## config.mk

```make
export PLATFORM = sky130hd
export DESIGN_NAME = hwy_frame_aligner
export DESIGN_NICKNAME = d
export VERILOG_FILES = /design/src/rtl/hfa_pkg.sv /design/src/rtl/hfa_ctrl.sv /design/src/rtl/hfa_dpath.sv /design/src/rtl/hwy_frame_aligner.sv
export SDC_FILE = /design/constraint.sdc
export NUM_CORES = 1
export LEC_CHECK = 0
export BUFFER_PORTS_ARGS = -buffer_cell sky130_fd_sc_hd__buf_4
export CAP_MARGIN = 20
export CORE_MARGIN = 3
export CORE_UTILIZATION = 30
export CTS_CLUSTER_DIAMETER = 80
export DETAILED_ROUTE_END_ITERATION = 7
export GPL_TIMING_DRIVEN = 0
export PLACE_DENSITY = 0.51
export SYNTH_ARGS = -nofsm -noshare
export SYNTH_HDL_FRONTEND = slang
export SYNTH_SLANG_ARGS = --single-unit
```

## constraint.sdc

```tcl
create_clock -name clk -period 3.7 [get_ports clk]
set_input_delay 0.74 -clock clk [delete_from_list [all_inputs] [get_ports clk]]
set_output_delay 0.74 -clock clk [all_outputs]
set_load 0.05 [all_outputs]
```

## src/rtl/hfa_pkg.sv

```systemverilog
package hfa_pkg;
  localparam int RATE_W  = 2;
  localparam int PHASE_W = 3;
  localparam int SUB_W   = 3;

  typedef struct packed {
    logic syncHit;
    logic armed;
    logic useOffset;
  } alignStrb_t;
endpackage

```

## src/rtl/hfa_ctrl.sv

```systemverilog
module hfa_ctrl
  import hfa_pkg::*;
(
  input  logic       clk,
  input  logic       rstN,
  input  logic       syncIn,
  input  logic       dataFall,
  input  logic       syncOpp,
  input  logic       markerMode,
  input  logic       markRaw,
  output alignStrb_t strb,
  output logic       marker
);
  logic syncNeg, syncSmp, syncPrev, armedQ, markNeg;
  logic sampleOnFall, hit;

  assign sampleOnFall = dataFall ^ syncOpp;
  assign hit = syncSmp & ~syncPrev;

  // Falling-edge captures for sync and marker launch.
  always_ff @(negedge clk or negedge rstN) begin
    if (!rstN) begin
      syncNeg <= 1'b0;
      markNeg <= 1'b0;
    end else begin
      syncNeg <= syncIn;
      markNeg <= markRaw;
    end
  end

  always_ff @(posedge clk or negedge rstN) begin
    if (!rstN) begin
      syncSmp  <= 1'b0;
      syncPrev <= 1'b0;
      armedQ   <= 1'b0;
    end else begin
      syncSmp  <= sampleOnFall ? syncNeg : syncIn;
      syncPrev <= syncSmp;
      if (hit) armedQ <= 1'b1;
    end
  end

  always_comb begin
    strb.syncHit   = hit;
    strb.armed     = armedQ;
    strb.useOffset = ~markerMode;
  end

  assign marker = dataFall ? markNeg : markRaw;
endmodule

```

## src/rtl/hfa_dpath.sv

```systemverilog
module hfa_dpath
  import hfa_pkg::*;
#(
  parameter int FRAME_BITS = 256,
  parameter int POS_W      = 12,
  parameter int BIT_W      = 8
) (
  input  logic               clk,
  input  logic               rstN,
  input  alignStrb_t         strb,
  input  logic [RATE_W-1:0]  rateSel,
  input  logic [POS_W-1:0]   offset,
  input  logic [BIT_W-1:0]   markPos,
  input  logic [PHASE_W-1:0] phaseSel,
  input  logic               hwyIn,
  output logic [POS_W-1:0]   posQ,
  output logic               frameStart,
  output logic [BIT_W-4:0]   tsCount,
  output logic [2:0]         bitCount,
  output logic [SUB_W-1:0]   subCount,
  output logic               phaseEn,
  output logic               hwyOut,
  output logic               markRaw
);
  localparam int EXT_W = POS_W + 4;

  logic [POS_W-1:0] frameLen, offMod, startVal, subMask;
  logic [EXT_W-1:0] rem, lenExt;
  logic [BIT_W-1:0] bitIdx;
  logic [PHASE_W:0] phaseCount;

  assign frameLen = POS_W'(FRAME_BITS) << rateSel;

  // Offset modulo frame length by conditional subtraction of len*8..len*1.
  always_comb begin
    lenExt = EXT_W'(frameLen);
    rem    = EXT_W'(offset);
    for (int k = 3; k >= 0; k--) begin
      if (rem >= (lenExt << k)) rem = rem - (lenExt << k);
    end
    offMod = rem[POS_W-1:0];
  end

  always_comb begin
    if (!strb.useOffset || offMod == '0) startVal = '0;
    else startVal = frameLen - offMod;
  end

  always_ff @(posedge clk or negedge rstN) begin
    if (!rstN) posQ <= '0;
    else if (strb.syncHit) posQ <= startVal;
    else if (posQ >= frameLen - POS_W'(1)) posQ <= '0;
    else posQ <= posQ + POS_W'(1);
  end

  assign subMask    = (POS_W'(1) << rateSel) - POS_W'(1);
  assign subCount   = SUB_W'(posQ & subMask);
  assign bitIdx     = BIT_W'(posQ >> rateSel);
  assign tsCount    = bitIdx[BIT_W-1:3];
  assign bitCount   = bitIdx[2:0];
  assign phaseCount = (PHASE_W+1)'(1) << rateSel;
  assign phaseEn    = ({1'b0, phaseSel} < phaseCount) && (subCount == phaseSel);
  assign hwyOut     = hwyIn & phaseEn;
  assign frameStart = strb.armed && strb.useOffset && (posQ == '0);
  assign markRaw    = strb.armed && !strb.useOffset && (bitIdx == markPos);
endmodule

```

## src/rtl/hwy_frame_aligner.sv

```systemverilog
module hwy_frame_aligner
  import hfa_pkg::*;
#(
  parameter int FRAME_BITS = 256,
  parameter int POS_W      = $clog2(FRAME_BITS * 8 + 1),
  parameter int BIT_W      = $clog2(FRAME_BITS)
) (
  input  logic               clk,
  input  logic               rstN,
  input  logic               syncIn,
  input  logic               dataFall,
  input  logic               syncOpp,
  input  logic               markerMode,
  input  logic [1:0]         rateSel,
  input  logic [POS_W-1:0]   offset,
  input  logic [BIT_W-1:0]   markPos,
  input  logic [2:0]         phaseSel,
  input  logic               hwyIn,
  output logic               frameStart,
  output logic [BIT_W-4:0]   tsCount,
  output logic [2:0]         bitCount,
  output logic [2:0]         subCount,
  output logic               phaseEn,
  output logic               hwyOut,
  output logic               marker
);
  alignStrb_t       strb;
  logic             markRaw;
  logic [POS_W-1:0] posQ;

  hfa_ctrl u_ctrl (
    .clk(clk), .rstN(rstN), .syncIn(syncIn), .dataFall(dataFall),
    .syncOpp(syncOpp), .markerMode(markerMode), .markRaw(markRaw),
    .strb(strb), .marker(marker)
  );

  hfa_dpath #(.FRAME_BITS(FRAME_BITS), .POS_W(POS_W), .BIT_W(BIT_W)) u_dpath (
    .clk(clk), .rstN(rstN), .strb(strb), .rateSel(rateSel), .offset(offset),
    .markPos(markPos), .phaseSel(phaseSel), .hwyIn(hwyIn), .posQ(posQ),
    .frameStart(frameStart), .tsCount(tsCount), .bitCount(bitCount),
    .subCount(subCount), .phaseEn(phaseEn), .hwyOut(hwyOut), .markRaw(markRaw)
  );
endmodule

```

==> summary.md, run 1 <==
| Metric | Value |
|---|---|
| Outcome | finished with violations |
| Failing checks | negative setup slack |
| DRT Pass-1 Iters | 4 |
| Slew Viols, Final | 0 |
| PD cells | 594 nW/um^2 |
| WL/cell | 15.7 um |
| Clock buffer count from CTS | 3 |
| Synth Area in Adders | 0.145 |
| Register area share after synthesis | 0.171 |
| Clock skew | 19.9 ps |
| # rows | 32 |
| N_diodes | 0 |
| Post-synthesis xor/xnor area fraction | 0.134 |
| Clk Latency, worst-skew pair | 270 ps |
| Port bufs | 46 |
| Maximum Capacitance Violations | 0 |
| Crit path kind | in2reg |
| Crit path DAT | a little under 7000 ps |
| CTS clk-pin slew, worst paths | about 70 ps |
| Congestion Overflow GR | 0 |
| H-tree lvl count | 1 |
| Final Hold Fails | 0 |
| CTS Buffer Depth | 2 |
| GPL Wtd Cong | between 0.8 and 0.9 |
| Share of layout cells above drive strength 1 | 0.444 |
| Post-Synthesis Cells | 283 |
| Post-layout minimum cycle time | 6620 ps |
| Die X | 97.1 um |
| Simple-gate portion of the synthesized area | 0.202 |
| Pre-CTS setup slack | -4350 ps |
| CTS tree | yes |
| Total global-route track usage | 0.152 |
| Final ANT Viol Nets | 0 |
| Startpoint Class | input pin |
| Initial Util | 0.316 |
| Multi-input gate area | between 2000 and 2500 sq um |
| Largest net degree at the start of global routing | 18 |
| Max_slew headroom | 0.458 |
| Die height | a little under 100 um |
| Synth top area share | 0.151 |
| Vias in the first global route | ~2,500 |
| Largest family of logic cells by synthesized area | simple AND/OR/NAND/NOR gates |
| # fillers | 758 |
| Critical Path Fanout Max | 5 |
| Vias post-DR | 2,477 |
| Yosys reg bits | 17 |
| Syn Nets | approximately 340 |
| Critical path's most frequent cell | ha_4 |
| YS warnings | 0 |
| RSZ-0062 raised after global routing | true |
| EDFF count, synth | 0 |
| Period utilisation layout | 1.79 |
| Synth area leader | dfrtp_1 |
| Initial antenna violation count | 0 |
| Die ar. | 9430 sq um |
| Fmax | 0.151 GHz |
| Final wirelength | 7.51 mm |
| TNS Setup | -30,650 ps |
| LEAKAGE | between 1.5 and 2 nW |
| First-pass GRT wire length | 12.0 mm |
| Mux cell area share after synthesis | 0.107 |
| Area delta synth->final | 52.5% |
| HPWL after DPL | around 5.4 mm |
| FF/Latch Area | 425 sq um |
| Max stage delay on crit path | 320 ps |
| Cts hold-fix bufs | 0 |
| Fin worst setup slack | -2920 ps |
| Overall power | 0.00226 W |
| Asr flop ratio synth | 1.00 |
| Compound-cell area share of the yosys netlist | 0.180 |
| Syn Area/Cell | 8.80 sq um |
| Peak VDD IR | ~200 uV |
| Slowest-stage cell, CP | mux2i_4 |
| 1st-iter DRT viols | 83 |
| Via-to-Cell Ratio | 5.18 |
| Mapped cell area | 2490 sq um |
| Yosys cell types | 58 |
| Clock sink count | 17 |
| Setup violators final | 12 |
| Remaining DRCs | 0 |
| Core area | 7890 sq um |
| Top cells by area, synth | dfrtp_1 15%, ha_1 14%, xnor2_1 10% |
| Clock root cell | clkbuf_8 |
| HP Class | in2async |
| Layout Nets | 437 |
| Io pins | 47 |
| Worst-Margin Slew | 807 ps |
| CP Data Required Time | 3830 ps |
| Ys flop type | dfrtp_1 |
| CP endpoint kind | flop |
[state kept, by name, indices dropped and copies added (netlist names)]
register / cells
u_ctrl.markNeg: 1
u_ctrl.syncSmp: 1
u_ctrl.armedQ: 1
u_ctrl.syncPrev: 1
u_dpath.posQ: 12
u_ctrl.syncNeg: 1
[metrics by stage]
step	util	instance area, sq um	std cells	hold slack [ps]
2_1_floorplan	-	2680	283	347
3_3_place_gp	0.400	3150	431	355
3_5_place_dp	0.400	3150	431	362
4_1_cts	0.458	3610	468	348
5_1_grt	0.481	3800	478	348
6_report	0.481	3800	478	336
[kinds of logic (layout without fill, tap and decap cells)]
logic type | Yosys count | in the layout
xor gates and xnor gates | 38 | 38
and+or+nand+nor | 88 | 88
buffers and inverters | 35 | 128
AOI/OAI and AO/OA | 60 | 60
muxes | 16 | 16
DFF | 17 | 17
adders and majority gates | 29 | 29
[worst max-delay path, delay by kind of cell]
kind,cells,cell delay [ps]
AOI/OAI and AO/OA,11,2110
and+or+nand+nor,7,980
xor gates and xnor gates,1,180
adders and majority gates,6,1440
buffers and inverters,6,510
muxes,3,770
[layout by cell type, fill, tap and decap left out, types with 3 or more instances in the layout]
cell	instances
ha_1	18
nand4_1	3
clkbuf_8	3
and3_1	4
a21oi_4	3
dfrtp_1	15
o21ai_0	4
clkbuf_1	7
mux4_2	8
nand2_1	9
nand3_1	11
ha_4	8
a21o_1	4
a21oi_1	4
xnor2_2	3
buf_4	88
xor2_1	9
o22ai_1	11
buf_6	4
or3_1	3
nor3_1	7
nor2_1	18
o21a_1	6
mux2i_4	4
inv_1	17
nor2b_1	6
xnor2_1	26
[final timing paths]
path,slack (ps),end,from,cells past startpoint
setup / recovery,-2920,u_dpath.posQ[11],rateSel[1],34
hold / removal,340,u_dpath.posQ[2],rstN,1
setup reg to reg,250,u_ctrl.markNeg,u_dpath.posQ[2],5
hold reg to reg,380,u_ctrl.syncPrev,u_ctrl.syncSmp,0
max in group asynchronous,1420,u_ctrl.markNeg,rstN,1
min in group clk,380,u_ctrl.syncPrev,u_ctrl.syncSmp,0
[cell usage after synthesis, types with 4 or more instances]
cell	n
ha_1	28
dfrtp_1	15
a21oi_1	9
nor3_1	11
xor2_1	9
o22ai_1	11
a21o_1	4
inv_1	22
nand2_1	9
clkbuf_1	10
and3_1	4
mux4_2	8
o21a_1	6
nand3_1	12
nor2_1	20
o21ai_0	6
xnor2_1	29
nor2b_1	7
mux2i_1	5
[final cells by class]
| class | count | share of cell area |
|---|---|---|
| Buffer | 9 | 0.0221 |
| Clock buffer | 4 | 0.0119 |
| Inverter | 22 | 0.0300 |
| Multi-Input combinational cell | 231 | 0.600 |
| Sequential cell | 17 | 0.112 |
| Tap cell | 102 | 0.0336 |
| Timing Repair Buffer | 93 | 0.191 |
[metal layers]
layer / vias to the layer above / track usage / share of wire
li1: 1224 / - / -
met1: 1176 / 0.216 / 0.48
met2: 71 / 0.249 / 0.47
met3: 6 / 0.0158 / 0.039
met4: 0 / 0.0292 / 0.0085
met5: - / 0 / 0
[timing repair]
action | 4_1_cts | 5_1_grt
pin swaps | 34 | 25
setup buffers | 35 | 11
hold endpoints to repair | 0 | 0
gates cloned | 1 | 0
setup endpoints to repair | 12 | 12
gates resized for setup | 33 | 19
[power by group]
group          internal [W]  switching, W
combinational      0.000875      0.000916
sequential         0.000238     0.0000867
clock             0.0000764     0.0000630
total               0.00119       0.00107
(Power assumes the default switching activity.)
==> run 2: changes to the inputs <==
ABC_AREA = 1   (was not set)
BUFFER_PORTS_ARGS = not set   (was -buffer_cell sky130_fd_sc_hd__buf_4)
DONT_BUFFER_PORTS = 1   (was not set)
PLACE_DENSITY = 0.47   (was 0.51)
==> summary.md, run 2 <==
| Metric | Value |
|---|---|
| PD cells | 558 nW/um^2 |
| Mapped cell area | ~2600 sq um |
| Period utilisation layout | 1.52 |
| HPWL after DPL | 5.34 mm |
| Crit path kind | in2reg |
| CP endpoint kind | flop |
| Cts hold-fix bufs | 0 |
| Remaining DRCs | 0 |
| Vias in the first global route | 2,536 |
| Largest Register | u_dpath.posQ |
| Peak VDD IR | 197 uV |
| Post-Synthesis Cells | a little under 400 |
| Total global-route track usage | 0.142 |
| Syn Nets | roughly 450 |
| Die height | 98.7 um |
| Synth top area share | 0.145 |
| Commonest cells in the netlist | 87 x nand2_1, 61 x inv_1, 28 x ha_1, 28 x nor2_1, 24 x o21ai_0 |
| Initial antenna violation count | 0 |
| Commonest non-fill, non-tap cell in the layout | nand2_1 |
| Area delta synth->final | 42.4% |
| H-tree lvl count | 1 |
| Die ar. | between 9000 and 10,000 sq um |
| Syn Area/Cell | 6.68 sq um |
| Yosys reg bits | 17 |
| First-pass GRT wire length | ~12 mm |
| Critical Path Fanout Max | 4 |
| Yosys cell types | 42 |
| FF-to-FF setup slack | 180 ps |
| Port bufs | 0 |
| Fin worst setup slack | -1920 ps |
| Final ANT Viol Nets | 0 |
| RSZ-0062 raised after global routing | true |
| Maximum Capacitance Violations | 0 |
| GPL Wtd Cong | between 0.8 and 0.9 |
| Pre-CTS setup slack | -2950 ps |
| Largest register FFs | 12 |
| Asr flop ratio synth | 1.00 |
| Slowest-stage cell, CP | ha_1 |
| Ys flop type | dfrtp_1 |
| CP Data Required Time | approximately 3900 ps |
| Most common cell in the netlist | nand2_1 |
| Layout Nets | 503 |
| WL/cell | 13.2 um |
| Most frequent cells in the layout | 69 x nand2_1, 53 x inv_1, 46 x buf_4 |
| Register area share after synthesis | 0.165 |
| EDFF count, synth | 0 |
| CTS Buffer Depth | 2 |
| Max_slew headroom | 0.586 |
| Share of layout cells above drive strength 1 | 0.389 |
| CTS tree | yes |
| Clock root cell | clkbuf_8 |
| Clock sink count | 17 |
| Die X | just under 100 um |
| Final wirelength | 7.23 mm |
| Failing checks | negative setup slack |
| Outcome | finished with violations |
| HP Class | in2async |
| Clk Latency, worst-skew pair | 270 ps |
| Congestion Overflow GR | 0 |
| YS warnings | 0 |
| Critical path's most frequent cell | nand2_1 |
| Worst-Margin Slew | 620 ps |
| 1st-iter DRT viols | 76 |
| Clock skew | 14.6 ps |
| Setup violators final | 13 |
| DRT Pass-1 Iters | 5 |
| Clock buffer count from CTS | 3 |
| Final Hold Fails | 0 |
| Io pins | 47 |
| Synth area leader | dfrtp_1 |
| Crit path DAT | 5770 ps |
| Via-to-Cell Ratio | 4.80 |
| Vias post-DR | 2,627 |
| Top cells by area, synth | dfrtp_1 15%, ha_1 14%, nand2_1 13% |
| Initial Util | 0.311 |
| Fmax | 0.178 GHz |
| Post-layout minimum cycle time | 5620 ps |
| Core area | around 8300 sq um |
| Max stage delay on crit path | 290 ps |
| Startpoint Class | input pin |
| FF-to-FF path depth | 8 |
| Largest net degree at the start of global routing | 18 |
| Slew Viols, Final | 0 |
| LEAKAGE | 1.74 nW |
| Overall power | 0.00205 W |
| TNS Setup | -21,860 ps |
| # rows | 33 |
| CTS clk-pin slew, worst paths | roughly 70 ps |
| N_diodes | 0 |
-- run 2: critical path: cells and delay by family --
| kind | cells | cell delay, ps |
|---|---|---|
| buffers and inverters | 9 | 620 |
| AO/OA/AOI/OAI | 7 | 710 |
| AND/OR/NAND/NOR | 27 | 2290 |
| adder cells (fa/ha/maj) | 6 | 1420 |
-- run 2: stage by stage --
step	cell area (sq um)	utilization	std cells	hold slack [ps]
floorplan	2680	-	386	354
global placement	2810	0.338	491	380
detailed placement	2820	0.340	492	374
CTS	3330	0.401	532	167
global route	3670	0.443	547	144
finish	3670	0.443	547	175
-- run 2: cell type report --
type | instances | area [sq um]
timing repair buffer | 52 | 430
clock buffer | 3 | 41.3
tap | 105 | 131
fill | 834 | 4620
multi-input combinational | 295 | 2300
sequential | 17 | 425
buffer | 7 | 63.8
inverter | 67 | 273
clock inverter | 1 | 7.51
-- run 2: cells by family (layout without fill, tap and decap cells) --
family          count (synthesis)  count (layout)  share of synthesized area
simple gates                  178             178                      0.359
buf+inv                        74             130                      0.109
compound gates                 63              63                      0.141
fa+ha+maj                      28              28                      0.136
xor+xnor                       24              24                     0.0815
flops                          17              17                      0.165
mux                             2               2                    0.00873
-- run 2: worst paths after layout --
path,startpoint,to
worst max-delay path,rateSel[0],u_dpath.posQ[11]
worst min-delay path,rstN,u_dpath.posQ[11]
worst max register to register,u_dpath.posQ[2],u_ctrl.markNeg
worst min register to register,u_ctrl.syncSmp,u_ctrl.syncPrev
max in group asynchronous,rstN,u_ctrl.syncNeg
min in group clk,u_ctrl.syncSmp,u_ctrl.syncPrev
-- run 2: metal layers --
layer | track usage | part of all wire | vias to the layer above
met5 | 0 | 0 | -
met3 | 0.0290 | 0.047 | 4
met2 | 0.245 | 0.49 | 60
met1 | 0.188 | 0.46 | 1199
met4 | 0.0200 | 0.0040 | 0
li1 | - | - | 1364
-- run 2: power breakdown --
| group | switching [W] | leakage (nW) | total [W] | internal (W) |
|---|---|---|---|---|
| Clock | 0.0000674 | 0.0217 | 0.000143 | 0.0000758 |
| Sequential | 0.0000563 | 0.216 | 0.000291 | 0.000235 |
| Combinational | 0.000928 | 1.51 | 0.00162 | 0.000688 |
| Total | 0.00105 | 1.74 | 0.00205 | 0.000999 |
-- run 2: what timing repair did --
| item | in CTS | in global routing |
|---|---|---|
| endpoints found under the setup margin | 15 | 15 |
| setup buffers | 36 | 14 |
| pin swaps | 31 | 36 |
| gates cloned | 0 | 1 |
| gates resized for setup | 51 | 49 |
==> run 3: changes to the inputs <==
ABC_AREA = not set   (was 1)
clock period = 6.9 ns   (was 3.7 ns; I/O delays follow)
==> summary.md, run 3 (synthesis results as in run 1) <==
| Metric | Value |
|---|---|
| Outcome | finished with violations |
| Failing checks | negative setup slack |
| Peak VDD IR | ~110 uV |
| Routed wire length on met3 | roughly 410 um |
| Die X | approximately 97 um |
| Crit path kind | in2reg |
| Setup violators final | 11 |
| Die ar. | 9430 sq um |
| CTS Buffer Depth | 2 |
| Initial antenna violation count | 0 |
| H-tree lvl count | 1 |
| Clk Latency, worst-skew pair | 270 ps |
| Most frequent cells in the layout | 35 x buf_4, 26 x xnor2_1, 19 x ha_1 |
| Post-layout minimum cycle time | 7240 ps |
| Fmax | 0.138 GHz |
| Period utilisation layout | 1.05 |
| Remaining DRCs | 0 |
| HP Class | reg2reg |
| Placed cell count | 386 |
| Final Hold Fails | 0 |
| Congestion Overflow GR | 0 |
| Layout Nets | about 380 |
| # fillers | 781 |
| Io pins | 47 |
| Crit path DAT | 7360 ps |
| Cts hold-fix bufs | 0 |
| HPWL after DPL | 5.30 mm |
| Fin cells | 424 |
| Critical path's most frequent cell | ha_4 |
| Design Area, Final | 3350 sq um |
| Clock root cell | clkbuf_8 |
| Bufs and invs on worst path | 6 |
| Fin worst setup slack | -341 ps |
| Slew Viols, Final | 0 |
| Clock sink count | 17 |
| Largest register FFs | 12 |
| Total global-route track usage | 0.148 |
| Commonest non-fill, non-tap cell in the layout | buf_4 |
| Startpoint Class | input pin |
| Clock buffer count from CTS | 3 |
| CP Data Required Time | 7020 ps |
| 1st-iter DRT viols | 124 |
| DRT Pass-1 Iters | 4 |
| Share of layout cells above drive strength 1 | 0.360 |
| Worst hold slack | 372 ps |
| WL met2 | roughly 3.2 mm |
| Clock skew | 16.3 ps |
| N_diodes | 0 |
| Initial Util | 0.316 |
| Vias in the first global route | 2,385 |
| Max stage delay on crit path | 340 ps |
| Vias post-DR | 2,286 |
| Delay-heaviest family, CP | adder cells |
| PD cells | 342 nW/um^2 |
| Final cell utilization of the core | 0.425 |
| WL/cell | 16.3 um |
| Port bufs | 0 |
| Final ANT Viol Nets | 0 |
| Area delta synth->final | 34.7% |
| Max_slew headroom | 0.313 |
| LEAKAGE | 1.35 nW |
| Core area | 7890 sq um |
| Worst-Margin Slew | 1030 ps |
| TNS Setup | -1590 ps |
| Maximum Capacitance Violations | 0 |
| CTS tree | yes |
| Via-to-Cell Ratio | 5.39 |
| RSZ-0062 raised after global routing | true |
| Final wirelength | about 7 mm |
| Largest net degree at the start of global routing | 18 |
| CP endpoint kind | flop |
| Die height | 97.1 um |
| CTS clk-pin slew, worst paths | 70 ps |
| Critical Path Fanout Max | 5 |
| DP Area | 2810 sq um |
| Top layer in use | met4 |
| Slowest-stage cell, CP | ha_1 |
| WL met1 | 3.27 mm |
| GPL Wtd Cong | 0.787 |
| # rows | 32 |
| Largest Register | u_dpath.posQ |
| First-pass GRT wire length | about 12 mm |
[run 3: cell count changes in the layout (fill, tap and decap cells not counted), moves of 12 or more]
cell     before  now
inv_1        53   17
nand2_1      69    8
nand2_2      19    1
nand3_2      12    0
o21ai_1      12    0
xnor2_1      10   26
[run 3: where the power goes]
group	internal (W)	switching, W
clock network	0.0000407	0.0000368
registers	0.000128	0.0000494
logic	0.000422	0.000470
[run 3: final cells by class]
cell class | instances | area, sq um | area share
clock buffers | 3 | 41.3 | 0.0123
inverters | 22 | 119 | 0.0354
plain buffers | 9 | 83.8 | 0.0250
flip-flops and latches | 17 | 425 | 0.127
repair buffers | 39 | 308 | 0.0918
well taps | 102 | 128 | 0.0380
clock inverters | 1 | 7.51 | 0.00224
multi-input cells | 231 | 2240 | 0.668
[run 3: per-layer routing]
metal,vias up,track usage
met2,58,0.237
met3,5,0.0287
met1,1099,0.208
met5,-,0
li1,1124,-
met4,0,0.0259
[run 3: worst paths after layout]
check | from | end | slack, ps | depth (start not counted)
worst max-delay path | rateSel[0] | u_dpath.posQ[10] | -340 | 32
worst min-delay path | u_ctrl.syncSmp | u_ctrl.syncPrev | 370 | 0
worst max register to register | u_dpath.posQ[2] | u_ctrl.markNeg | 1620 | 5
worst min register to register | u_ctrl.syncSmp | u_ctrl.syncPrev | 370 | 0
max in group asynchronous | rstN | u_ctrl.syncNeg | 2660 | 0
min in group asynchronous | rstN | u_dpath.posQ[3] | 810 | 0
[run 3: what timing repair did]
item | in CTS | in global routing
gates cloned | 1 | 0
setup buffers | 31 | 7
setup endpoints to repair | 11 | 11
resized for setup | 26 | 23
pin swaps | 31 | 33
[run 3: through the flow]
stage,total power [W],setup slack (ps)
6_report,0.00115,-341
5_1_grt,0.00123,-619
4_1_cts,0.00109,-440
3_5_place_dp,0.000868,-1770
3_3_place_gp,0.000857,-1690
2_1_floorplan,0.000745,-662
